==> config.mk <==
export PLATFORM = sky130hd
export DESIGN_NAME = pwm_meas_top
export DESIGN_NICKNAME = d
export VERILOG_FILES = /design/src/rtl/pwm_meas_pkg.sv /design/src/rtl/pwm_in_sync.sv /design/src/rtl/pwm_tick_counter.sv /design/src/rtl/pwm_cap_chan.sv /design/src/rtl/pwm_meas_top.sv
export SDC_FILE = /design/constraint.sdc
export NUM_CORES = 1
export LEC_CHECK = 0
export BUFFER_PORTS_ARGS = -buffer_cell sky130_fd_sc_hd__clkbuf_2
export CORE_ASPECT_RATIO = 1.4
export CORE_MARGIN = 4
export CORE_UTILIZATION = 46
export DETAILED_ROUTE_END_ITERATION = 6
export GPL_ROUTABILITY_DRIVEN = 0
export MAX_ROUTING_LAYER = met4
export PLACE_DENSITY = 0.7
export SLEW_MARGIN = 20
export SYNTH_ARGS = -nofsm -noshare
export SYNTH_HDL_FRONTEND = slang
export SYNTH_SLANG_ARGS = --single-unit
==> constraint.sdc <==
create_clock -name clk -period 2.4 [get_ports clk]
set_input_delay 0.48 -clock clk [delete_from_list [all_inputs] [get_ports clk]]
set_output_delay 0.48 -clock clk [all_outputs]
set_load 0.05 [all_outputs]
==> src/rtl/pwm_meas_pkg.sv <==
package pwm_meas_pkg;

    localparam logic [1:0] SEL_DIRECT = 2'b01;
    localparam logic [1:0] SEL_CROSS  = 2'b10;
    localparam logic [2:0] TRIG_PATH1 = 3'b101;
    localparam logic [2:0] SLV_RESET  = 3'b100;
    localparam int         NUM_CH     = 2;

    typedef struct packed {
        logic rise;
        logic fall;
    } edge_t;

    typedef struct packed {
        logic [1:0] sel;
        logic       pol;
        logic       en;
        logic       clr;
    } chan_cfg_t;

    function automatic logic pick_edge(input edge_t e, input logic pol);
        return pol ? e.fall : e.rise;
    endfunction

    function automatic logic [1:0] wanted_sel(input int idx);
        return (idx == 0) ? SEL_DIRECT : SEL_CROSS;
    endfunction

endpackage

==> src/rtl/pwm_in_sync.sv <==
module pwm_in_sync
    import pwm_meas_pkg::*;
#(
    parameter int STAGES = 2
) (
    input  logic  clk,
    input  logic  rst,
    input  logic  pin,
    output edge_t edges
);
    logic [STAGES:0] shreg;

    always_ff @(posedge clk) begin
        if (rst) begin
            shreg <= '0;
        end else begin
            shreg <= {shreg[STAGES-1:0], pin};
        end
    end

    always_comb begin
        edges.rise = shreg[STAGES-1] & ~shreg[STAGES];
        edges.fall = ~shreg[STAGES-1] & shreg[STAGES];
    end
endmodule

==> src/rtl/pwm_tick_counter.sv <==
module pwm_tick_counter #(
    parameter int CNT_W = 16,
    parameter int PSC_W = 8
) (
    input  logic             clk,
    input  logic             rst,
    input  logic [PSC_W-1:0] psc,
    input  logic             restart,
    output logic [CNT_W-1:0] cnt
);
    logic [PSC_W-1:0] div_q;

    always_ff @(posedge clk) begin
        if (rst) begin
            div_q <= '0;
            cnt   <= '0;
        end else if (restart) begin
            div_q <= '0;
            cnt   <= '0;
        end else if (div_q >= psc) begin
            div_q <= '0;
            cnt   <= cnt + 1'b1;
        end else begin
            div_q <= div_q + 1'b1;
        end
    end
endmodule

==> src/rtl/pwm_cap_chan.sv <==
module pwm_cap_chan #(
    parameter int CNT_W = 16
) (
    input  logic             clk,
    input  logic             rst,
    input  logic             evt,
    input  logic             en,
    input  logic             clr,
    input  logic [CNT_W-1:0] cnt,
    output logic [CNT_W-1:0] val,
    output logic             flag,
    output logic             ovr
);
    logic hit;
    assign hit = evt & en;

    always_ff @(posedge clk) begin
        if (rst) begin
            val  <= '0;
            flag <= 1'b0;
            ovr  <= 1'b0;
        end else begin
            if (hit) begin
                val <= cnt;
            end
            if (hit) begin
                flag <= 1'b1;
            end else if (clr) begin
                flag <= 1'b0;
            end
            if (hit && flag && !clr) begin
                ovr <= 1'b1;
            end else if (clr) begin
                ovr <= 1'b0;
            end
        end
    end
endmodule

==> src/rtl/pwm_meas_top.sv <==
module pwm_meas_top
    import pwm_meas_pkg::*;
#(
    parameter int CNT_W = 16,
    parameter int PSC_W = 8,
    parameter int SYNC_STAGES = 2
) (
    input  logic             clk,
    input  logic             rst,
    input  logic             pin_in,
    input  logic [1:0]       ch1_sel,
    input  logic             ch1_pol,
    input  logic             ch1_en,
    input  logic [1:0]       ch2_sel,
    input  logic             ch2_pol,
    input  logic             ch2_en,
    input  logic [2:0]       trig_sel,
    input  logic [2:0]       slave_mode,
    input  logic [PSC_W-1:0] psc,
    input  logic             ch1_clr,
    input  logic             ch2_clr,
    output logic [CNT_W-1:0] cap1_val,
    output logic             cap1_flag,
    output logic             cap1_ovr,
    output logic [CNT_W-1:0] cap2_val,
    output logic             cap2_flag,
    output logic             cap2_ovr
);
    edge_t            edges;
    logic [CNT_W-1:0] cnt_q;
    logic             trig_evt;
    logic             cnt_restart;
    chan_cfg_t        cfg     [NUM_CH];
    logic [NUM_CH-1:0] cap_evt;
    logic [CNT_W-1:0] val     [NUM_CH];
    logic [NUM_CH-1:0] flag;
    logic [NUM_CH-1:0] ovr;

    assign cfg[0] = '{sel: ch1_sel, pol: ch1_pol, en: ch1_en, clr: ch1_clr};
    assign cfg[1] = '{sel: ch2_sel, pol: ch2_pol, en: ch2_en, clr: ch2_clr};

    pwm_in_sync #(.STAGES(SYNC_STAGES)) sync_i (
        .clk   (clk),
        .rst   (rst),
        .pin   (pin_in),
        .edges (edges)
    );

    assign trig_evt    = (trig_sel == TRIG_PATH1) && pick_edge(edges, ch1_pol);
    assign cnt_restart = trig_evt && (slave_mode == SLV_RESET);

    pwm_tick_counter #(.CNT_W(CNT_W), .PSC_W(PSC_W)) ctr_i (
        .clk     (clk),
        .rst     (rst),
        .psc     (psc),
        .restart (cnt_restart),
        .cnt     (cnt_q)
    );

    for (genvar g = 0; g < NUM_CH; g++) begin : g_chan
        assign cap_evt[g] = (cfg[g].sel == wanted_sel(g)) && pick_edge(edges, cfg[g].pol);

        pwm_cap_chan #(.CNT_W(CNT_W)) chan_i (
            .clk  (clk),
            .rst  (rst),
            .evt  (cap_evt[g]),
            .en   (cfg[g].en),
            .clr  (cfg[g].clr),
            .cnt  (cnt_q),
            .val  (val[g]),
            .flag (flag[g]),
            .ovr  (ovr[g])
        );
    end

    assign cap1_val  = val[0];
    assign cap1_flag = flag[0];
    assign cap1_ovr  = ovr[0];
    assign cap2_val  = val[1];
    assign cap2_flag = flag[1];
    assign cap2_ovr  = ovr[1];
endmodule

==> metrics.cfg, run 1 <==
[status]
status = finished clean

[finish]
layout.nets = 386
mostFrequentLayoutCell = dfxtp_1
drive_above_1_share = 0.2585
area_delta_synth_final_pct = 19.00
final_util = 0.5599
n_antenna_cell = 0
layout_common_cells = dfxtp_1, clkbuf_2, nor2_1

[clock_tree]
cts_hold_buf = 0
cts_tree = built
cts_buffer_depth = 2
ctsResizeCount = 0
cts-htree-levels = 3
path_clk_slew_ns = 0.06
numCtsBuffers = 9
numClockSinks = 63
cts_root_buf = clkbuf_8
post_cts_buffers = 0
worstSkewPairLatency_ns = 0.33

[sta]
finalSetupTns_ns = 0
hold_ws_ns = 0.3222
final-setup-viol-count = 0
min_period_over_period = 0.8633
rsz0062_at_grt = no
skew_ns = 0.006656
hold_viol = 0
max_slew_margin = 0.7337
drv_slew = 0
tightest_slew_ns = 0.3989
fmax_mhz = 482.6
period_minus_slack_ns = 2.072

[drt]
avgRoutedWirePerCell_um = 12.79
drtIter0Drc = 97
drt_drc_violations_left = 0
viasPerCell = 5.149
dr.pass1.iters = 4
detail-route-antenna-nets = 0
wirelength_mm = 5.396
vias = 2173

[power_and_ir_drop]
pwr-share-clk = 0.404
p_leak_nw = 1.332
p_switching_uw = 413.4
powerDensity_nw_per_um2 = 590.6
vdd_drop_max_mv = 0.3835
p_int_mw = 1.512
seqPwrFrac = 0.551
p_sw_frac = 0.2148
comb_power_share = 0.045

[global_routing]
grt_pass1_vias = 2158
grt_pass1_wl_mm = 9.487
grt.total_usage = 0.1717
grt.overflow.total = 0
grt_max_degree = 33
antenna_found_initial = 0

[worst_setup_path]
path_max_fanout = 32
crit_type = flop to flop
cp-start-kind = flop
endpoint_kind = flop
cp.arrival_ns = 2.33
worst_ep_required_time_ns = 2.66

[yosys]
ys_seq_elements = 63
syn-cell-area_um2 = 2739
syn-instance-count = 285
yosysSeqAreaShare = 0.4605
synthesis.nets = 322
synth.distinct_cells = 41
syn_area_per_cell_um2 = 9.610
yosys_warnings = 0

[placed_design]
place.detailed.hpwl_mm = 3.958
portBuffers = 62

[floorplanning]
core-area_um2 = 5822
dieHeight_um = 99.30
initial_core_util = 0.4704
pin_count = 63
row_count = 33
floorplan.die_area_um2 = 7270
die_w_um = 73.22

[job]
drv_cap = 0

[hold_path]
worstHoldPathType = primary input to flop

logic make-up after synthesis:
kind of cell,count (synthesis),synth area share
DFF,63,0.4605
and+or+nand+nor,103,0.1937
buffers and inverters,28,0.06167
xor gates and xnor gates,7,0.02239
AOI/OAI and AO/OA,41,0.09547
adders and majority gates,10,0.04568
muxes,33,0.1206
cell usage after synthesis, drive strengths merged:
master	n	share of area
and4	1	0.0032
and3	4	0.0091
nand2	10	0.014
a211oi	1	0.0046
nor2	45	0.063
a2111oi	1	0.0055
nand3b	1	0.0027
or2	1	0.0023
ha	10	0.046
or3b	1	0.0032
nand2b	1	0.0023
and2b	1	0.0027
and2	2	0.0055
buf	8	0.034
nand4	3	0.0091
or3	7	0.016
nand4bb	1	0.0041
inv	14	0.019
xor2	5	0.016
dfxtp	63	0.46
nor3b	1	0.0027
xnor2	2	0.0064
o21ai	9	0.016
mux2i	33	0.12
o31ai	6	0.016
clkbuf	6	0.0082
o211ai	1	0.0027
nand3	11	0.020
or4	7	0.019
a21oi	22	0.046
nor3	3	0.0073
nor2b	3	0.0069
a2111o	1	0.0041
registers in the layout, indices dropped and copies added (netlist names):
name                count
g_chan.chan_i.val      32
g_chan.chan_i.ovr       2
g_chan.chan_i.flag      2
ctr_i.cnt              16
sync_i.shreg            3
ctr_i.div_q             8
final timing paths:
path	startpoint	to	slack [ns]	cells past startpoint
worst min-delay path	ch2_clr	g_chan[1].chan_i.ovr	0.32	2
worst max-delay path	ctr_i.div_q[0]	ctr_i.div_q[2]	0.33	8
worst min register to register	sync_i.shreg[0]	sync_i.shreg[1]	0.44	1
worst max register to register	ctr_i.div_q[0]	ctr_i.div_q[2]	0.33	8
power by group through the flow:
stage	clock, mW	sequential [mW]	combinational [mW]
floorplan	0	1.08	0.0564
global placement	0	1.08	0.0865
detailed placement	0	1.08	0.0882
CTS	0.799	1.06	0.0886
global route	0.856	1.06	0.0999
finish	0.778	1.06	0.0869
metrics by stage:
stage          setup slack, ns  instances  instance area, µm²  power (mW)
2_1_floorplan           0.2978        285                2739       1.139
3_3_place_gp            0.2026        408                3095       1.170
3_5_place_dp            0.1995        408                3095       1.172
4_1_cts                 0.2920        422                3259       1.948
5_1_grt                 0.1350        422                3259       2.017
6_report                0.3280        422                3259       1.925
layer usage:
layer / global-route usage / wire, µm
met5: - / 0
met4: 0.1023 / 192
met3: 0.03640 / 194
met2: 0.2695 / 2669
met1: 0.1976 / 2339
critical path: stages, from the launching register on:
cell	delay, ns
dfxtp_1	0.40
inv_1	0.06
ha_1	0.26
nand2b_1	0.14
a2111o_1	0.42
a21oi_2	0.19
buf_12	0.19
nand2_1	0.18
nor2_1	0.15
final cells by class:
class                           count  area [µm²]
Clock buffer                       13       158.9
Clock inverter                      1       5.005
Fill cell                         543        2562
Inverter                           14       52.55
Multi-Input combinational cell    194        1321
Sequential cell                    63        1261
Tap cell                           70       87.58
Timing Repair Buffer               67       372.9
Power figures use the tool's default switching activity.
==> inputs of run 2 (changes only) <==
CTS_BUF_LIST = sky130_fd_sc_hd__clkbuf_8   (was default)
==> run 2 against run 1 <==
  * Count of clock-buffer cells in the layout decreased by 2
  * Clock skew about the same
  * Final area unchanged
  * Critical path depth did not move
  * Critical path type unchanged
  * Fmax about the same
  * Clock power down 1%
==> metrics.cfg, run 2 (synthesis results as in run 1) <==
[status]
status = finished clean

[finish]
regMostFlops = g_chan.chan_i.val
n_antenna_cell = 0  ; unchanged
largest_reg_flops = 32  ; unchanged
area_delta_synth_final_pct = 19.00  ; unchanged
layout.nets = 386  ; unchanged
mostFrequentLayoutCell = dfxtp_1
reg_top3 = g_chan.chan_i.val: 32 flops, ctr_i.cnt: 16 flops, ctr_i.div_q: 8 flops
layout_common_cells = dfxtp_1, clkbuf_2, nor2_1
drive_above_1_share = 0.2585  ; unchanged

[worst_setup_path]
path_buf_inv = 2  ; unchanged
worstRegToRegCells = 8  ; unchanged
cp.arrival_ns = 2.33  ; about the same
r2r_setup_slack_ns = 0.33  ; about the same
crit_path_end = ctr_i.div_q[2]
cp.depth = 8  ; unchanged
rr_endpoint = ctr_i.div_q[2]
critical_path.top_delay_family = compound AO/OA/AOI/OAI gates
cp_cell_sequence = inv_1 > ha_1 > nand2b_1 > a2111o_1 > a21oi_2 > buf_12 > nand2_1 > nor2_1
slowest_delay_ns = 0.42  ; about the same
path_max_fanout = 32  ; unchanged
crit_slowest_cell = a2111o_1
cp-start-kind = flop
endpoint_kind = flop
r2r-start = ctr_i.div_q[0]
startpoint = ctr_i.div_q[0]
worst_ep_required_time_ns = 2.66  ; about the same
crit_type = flop to flop

[global_routing]
antenna_found_initial = 0  ; unchanged
grt_pass1_wl_mm = 9.487  ; unchanged
grt_max_degree = 33  ; unchanged
grt_pass1_vias = 2158  ; unchanged
grt.overflow.total = 0  ; unchanged
grt.total_usage = 0.1717  ; unchanged

[drt]
drtIter0Drc = 99  ; +2.1%
detail-route-antenna-nets = 0  ; unchanged
wirelength_mm = 5.403  ; +0.13%
avgRoutedWirePerCell_um = 12.80  ; +0.13%
viasPerCell = 5.149  ; unchanged
drt_drc_violations_left = 0  ; unchanged
dr.pass1.iters = 4  ; unchanged
vias = 2173  ; unchanged

[clock_tree]
ctsResizeCount = 0  ; unchanged
cts_buffer_depth = 2  ; unchanged
numCtsBuffers = 9  ; unchanged
numClockSinks = 63  ; unchanged
cts-htree-levels = 3  ; unchanged
post_cts_buffers = 0  ; unchanged
worstSkewPairLatency_ns = 0.33  ; about the same
cts_tree = built
path_clk_slew_ns = 0.06  ; about the same
cts_hold_buf = 0  ; unchanged
cts_root_buf = clkbuf_8

[sta]
skew_ns = 0.006705  ; +0.00004952 ns
drv_slew = 0  ; unchanged
final-setup-viol-count = 0  ; unchanged
tightest_slew_ns = 0.3989  ; -0.000001669 ns
hold_ws_ns = 0.3221  ; -0.00009800 ns
finalSetupTns_ns = 0  ; unchanged
rsz0062_at_grt = no
max_slew_margin = 0.7337  ; about the same
min_period_over_period = 0.8634  ; about the same
fmax_mhz = 482.6  ; about the same
hold_viol = 0  ; unchanged
period_minus_slack_ns = 2.072  ; +0.0001800 ns

[job]
drv_cap = 0  ; unchanged

[power_and_ir_drop]
pwr-share-clk = 0.401  ; -0.003
comb_power_share = 0.045  ; about the same
p_leak_nw = 1.340  ; +0.62%
p_sw_frac = 0.2160  ; +0.001230
p_switching_uw = 414.1  ; +0.16%
p_int_mw = 1.503  ; -0.57%
vdd_drop_max_mv = 0.3835  ; about the same
powerDensity_nw_per_um2 = 588.2  ; -0.41%
seqPwrFrac = 0.553  ; +0.002

[hold_path]
holdCritStartpoint = ch2_clr
worstHoldPathType = primary input to flop

[floorplanning]
die_w_um = 73.22  ; unchanged
initial_core_util = 0.4704  ; unchanged
dieHeight_um = 99.30  ; unchanged
row_count = 33  ; unchanged
floorplan.die_area_um2 = 7270  ; unchanged
core-area_um2 = 5822  ; unchanged
pin_count = 63  ; unchanged

[placed_design]
portBuffers = 62  ; unchanged
place.detailed.hpwl_mm = 3.958  ; unchanged

==> run 2: cell count changes in the layout (fill, tap and decap cells not counted) <==
cell | before | now
clkbuf_1 | 2 | 0
inv_1 | 14 | 16
==> run 2: worst min-delay path by stage <==
stage | to | slack, ns | cells after the start
global route | g_chan[0].chan_i.ovr | 0.32 | 2
floorplan | sync_i.shreg[1] | 0.41 | 1
CTS | g_chan[1].chan_i.ovr | 0.31 | 2
finish | g_chan[1].chan_i.ovr | 0.32 | 2
global placement | sync_i.shreg[1] | 0.43 | 1
detailed placement | sync_i.shreg[1] | 0.43 | 1
==> run 2: power by group through the flow <==
stage          Sequential (mW)  Clock (mW)  Combinational (mW)
2_1_floorplan             1.08           0              0.0564
3_3_place_gp              1.08           0              0.0865
3_5_place_dp              1.08           0              0.0882
4_1_cts                   1.06       0.791              0.0886
5_1_grt                   1.06       0.848              0.0999
6_report                  1.06       0.770              0.0870
==> run 2: routing by layer <==
metal / GRT usage / part of all wire
met5: - / 0
met4: 0.1023 / 0.036
met3: 0.03640 / 0.036
met1: 0.1976 / 0.43
met2: 0.2695 / 0.49
==> run 2: cell type report <==
type / instances / area, µm²
clock buffer: 11 / 151.4
inverter: 14 / 52.55
fill: 543 / 2562
clock inverter: 3 / 12.51
timing repair buffer: 67 / 372.9
tap: 70 / 87.58
multi-input combinational: 194 / 1321
sequential: 63 / 1261
==> run 2: through the flow <==
step / util / total power [mW] / cells / cell area [µm²] / worst slack, ns
final: 0.5599 / 1.917 / 422 / 3259 / 0.3278
after global routing: 0.5599 / 2.009 / 422 / 3259 / 0.1344
after CTS: 0.5599 / 1.940 / 422 / 3259 / 0.2919
after detailed placement: 0.5317 / 1.172 / 408 / 3095 / 0.1995
after global placement: 0.5317 / 1.170 / 408 / 3095 / 0.2026
after floorplan: - / 1.139 / 285 / 2739 / 0.2978
==> inputs of run 3 (changes only) <==
PLACE_DENSITY = 0.75   (was 0.7)
==> run 3 against run 2 <==
  * Worst hold slack got worse by 0.0089 ns
  * Non-clock buffer count increased by 2
  * Die area unchanged
  * Worst setup slack improved by 0.026 ns
  * Largest power group is now the clock network
==> metrics.cfg, run 3 (synthesis results as in run 1) <==
[power_and_ir_drop]
vdd_drop_max_mv = 0.4026  ; +5.0%
p_leak_nw = 1.381  ; +3.1%
powerDensity_nw_per_um2 = 665.7  ; +13%
comb_power_share = 0.040  ; -0.005
p_int_mw = 1.789  ; +19%
p_sw_frac = 0.1958  ; -0.02017
pwr-share-clk = 0.484  ; +0.083
seqPwrFrac = 0.477  ; -0.076
p_switching_uw = 435.5  ; +5.2%

[sta]
period_minus_slack_ns = 2.046  ; -0.02620 ns
drv_slew = 0  ; unchanged
final-setup-viol-count = 0  ; unchanged
min_period_over_period = 0.8525  ; -0.01092
hold_ws_ns = 0.3132  ; -0.008905 ns
rsz0062_at_grt = no
max_slew_margin = 0.7285  ; -0.005219
fin_ws_ns = 0.3540  ; +0.02620 ns
fmax_mhz = 488.8  ; +1.3%
skew_ns = 0.006780  ; +0.00007421 ns
finalSetupTns_ns = 0  ; unchanged
hold_viol = 0  ; unchanged
tightest_slew_ns = 0.4073  ; +0.008374 ns

[finish]
n_antenna_cell = 0  ; unchanged
reg_top3 = g_chan.chan_i.val: 32 flops, ctr_i.cnt: 16 flops, ctr_i.div_q: 8 flops
mostFrequentLayoutCell = dfxtp_1
regMostFlops = g_chan.chan_i.val
layout_common_cells = dfxtp_1, clkbuf_2, nor2_1
drive_above_1_share = 0.2697  ; +0.01114
fillers = 523  ; -3.7%
stdcell_count = 426  ; +0.95%
largest_reg_flops = 32  ; unchanged
layout.nets = 388  ; +0.52%
area_delta_synth_final_pct = 21.97

[floorplanning]
core-area_um2 = 5822  ; unchanged
floorplan.die_area_um2 = 7270  ; unchanged
initial_core_util = 0.4704  ; unchanged
pin_count = 63  ; unchanged
die_w_um = 73.22  ; unchanged
dieHeight_um = 99.30  ; unchanged
row_count = 33  ; unchanged

[hold_path]
worstHoldPathType = primary input to flop

[drt]
drt_drc_violations_left = 0  ; unchanged
viasPerCell = 5.075  ; -1.4%
wirelength_mm = 5.486  ; +1.5%
drtIter0Drc = 126  ; +27%
avgRoutedWirePerCell_um = 12.88  ; +0.58%
dr.pass1.iters = 4  ; unchanged
vias = 2162  ; -0.51%
detail-route-antenna-nets = 0  ; unchanged

[clock_tree]
path_clk_slew_ns = 0.06  ; about the same
ctsResizeCount = 0  ; unchanged
cts_root_buf = clkbuf_8
cts-htree-levels = 3  ; unchanged
worstSkewPairLatency_ns = 0.34  ; about the same
numClockSinks = 63  ; unchanged
cts_hold_buf = 0  ; unchanged
numCtsBuffers = 9  ; unchanged
cts_tree = built
cts_buffer_depth = 2  ; unchanged
post_cts_buffers = 0  ; unchanged

[global_routing]
grt.overflow.total = 0  ; unchanged
antenna_found_initial = 0  ; unchanged
grt_pass1_vias = 2119  ; -1.8%
grt.total_usage = 0.1719  ; +0.0002117
grt_pass1_wl_mm = 9.577  ; +0.95%
grt_max_degree = 41  ; +24%

[job]
drv_cap = 0  ; unchanged

[placed_design]
place.detailed.hpwl_mm = 3.952  ; -0.16%
portBuffers = 62  ; unchanged
pre_cts_slack_ns = 0.2077  ; +0.008245 ns
dp_cells = 410  ; +0.49%

[worst_setup_path]
cp-start-kind = flop
endpoint_kind = flop
r2r_setup_slack_ns = 0.35  ; +0.03 ns
crit_type = flop to flop
worst_ep_required_time_ns = 2.67  ; about the same
cp.arrival_ns = 2.32  ; about the same
path_max_fanout = 32  ; unchanged

[status]
status = finished clean

run 3: changes by cell type in the layout (fill, tap and decap cells not counted):
cell,change
clkinv_2,-1
buf_4,+3
inv_1,-1
bufinv_16,+2
clkbuf_8,+2
buf_12,-1
run 3: power groups by stage:
| stage | clock network (mW) | logic [mW] | registers (mW) |
|---|---|---|---|
| after floorplan | 0 | 0.0564 | 1.08 |
| final | 1.08 | 0.0882 | 1.06 |
| after CTS | 1.09 | 0.0894 | 1.06 |
| after global routing | 1.14 | 0.102 | 1.06 |
| after detailed placement | 0 | 0.0886 | 1.08 |
| after global placement | 0 | 0.0855 | 1.08 |
run 3: routing by layer:
metal | vias up | share of wire | global-route usage
met1 | 993 | 0.45 | 0.2090
met2 | 31 | 0.50 | 0.2633
met3 | 10 | 0.025 | 0.02427
met5 | - | 0 | -
met4 | 0 | 0.022 | 0.1080
li1 | 1128 | - | -
run 3: cell type report:
| type | count | area (µm²) | area share |
|---|---|---|---|
| multi-input combinational | 194 | 1321 | 0.3955 |
| sequential | 63 | 1261 | 0.3775 |
| timing repair buffer | 69 | 375.4 | 0.1124 |
| clock buffer | 13 | 178.9 | 0.05356 |
| tap | 70 | 87.58 | 0.02622 |
| clock inverter | 3 | 63.81 | 0.01910 |
| inverter | 14 | 52.55 | 0.01573 |
run 3: path summary, 6_finish.rpt:
path	startpoint	endpoint	depth (start not counted)
setup reg to reg	ctr_i.div_q[0]	ctr_i.div_q[6]	8
hold reg to reg	sync_i.shreg[0]	sync_i.shreg[1]	1
hold / removal	ch2_clr	g_chan[1].chan_i.ovr	2
setup / recovery	ctr_i.div_q[0]	ctr_i.div_q[6]	8
run 3: critical path: stages (launching register included):
cell	delay, ns
dfxtp_1	0.40
inv_1	0.07
ha_1	0.26
nand2b_1	0.14
a2111o_1	0.42
a21oi_2	0.19
buf_12	0.19
nand2_1	0.17
nor2_1	0.14
run 3: through the flow:
step	total power, mW	util	instance area [µm²]
6_report	2.224	0.5738	3341
5_1_grt	2.304	0.5738	3341
4_1_cts	2.244	0.5738	3341
3_5_place_dp	1.172	0.5321	3098
3_3_place_gp	1.170	0.5321	3098
2_1_floorplan	1.139	-	2739
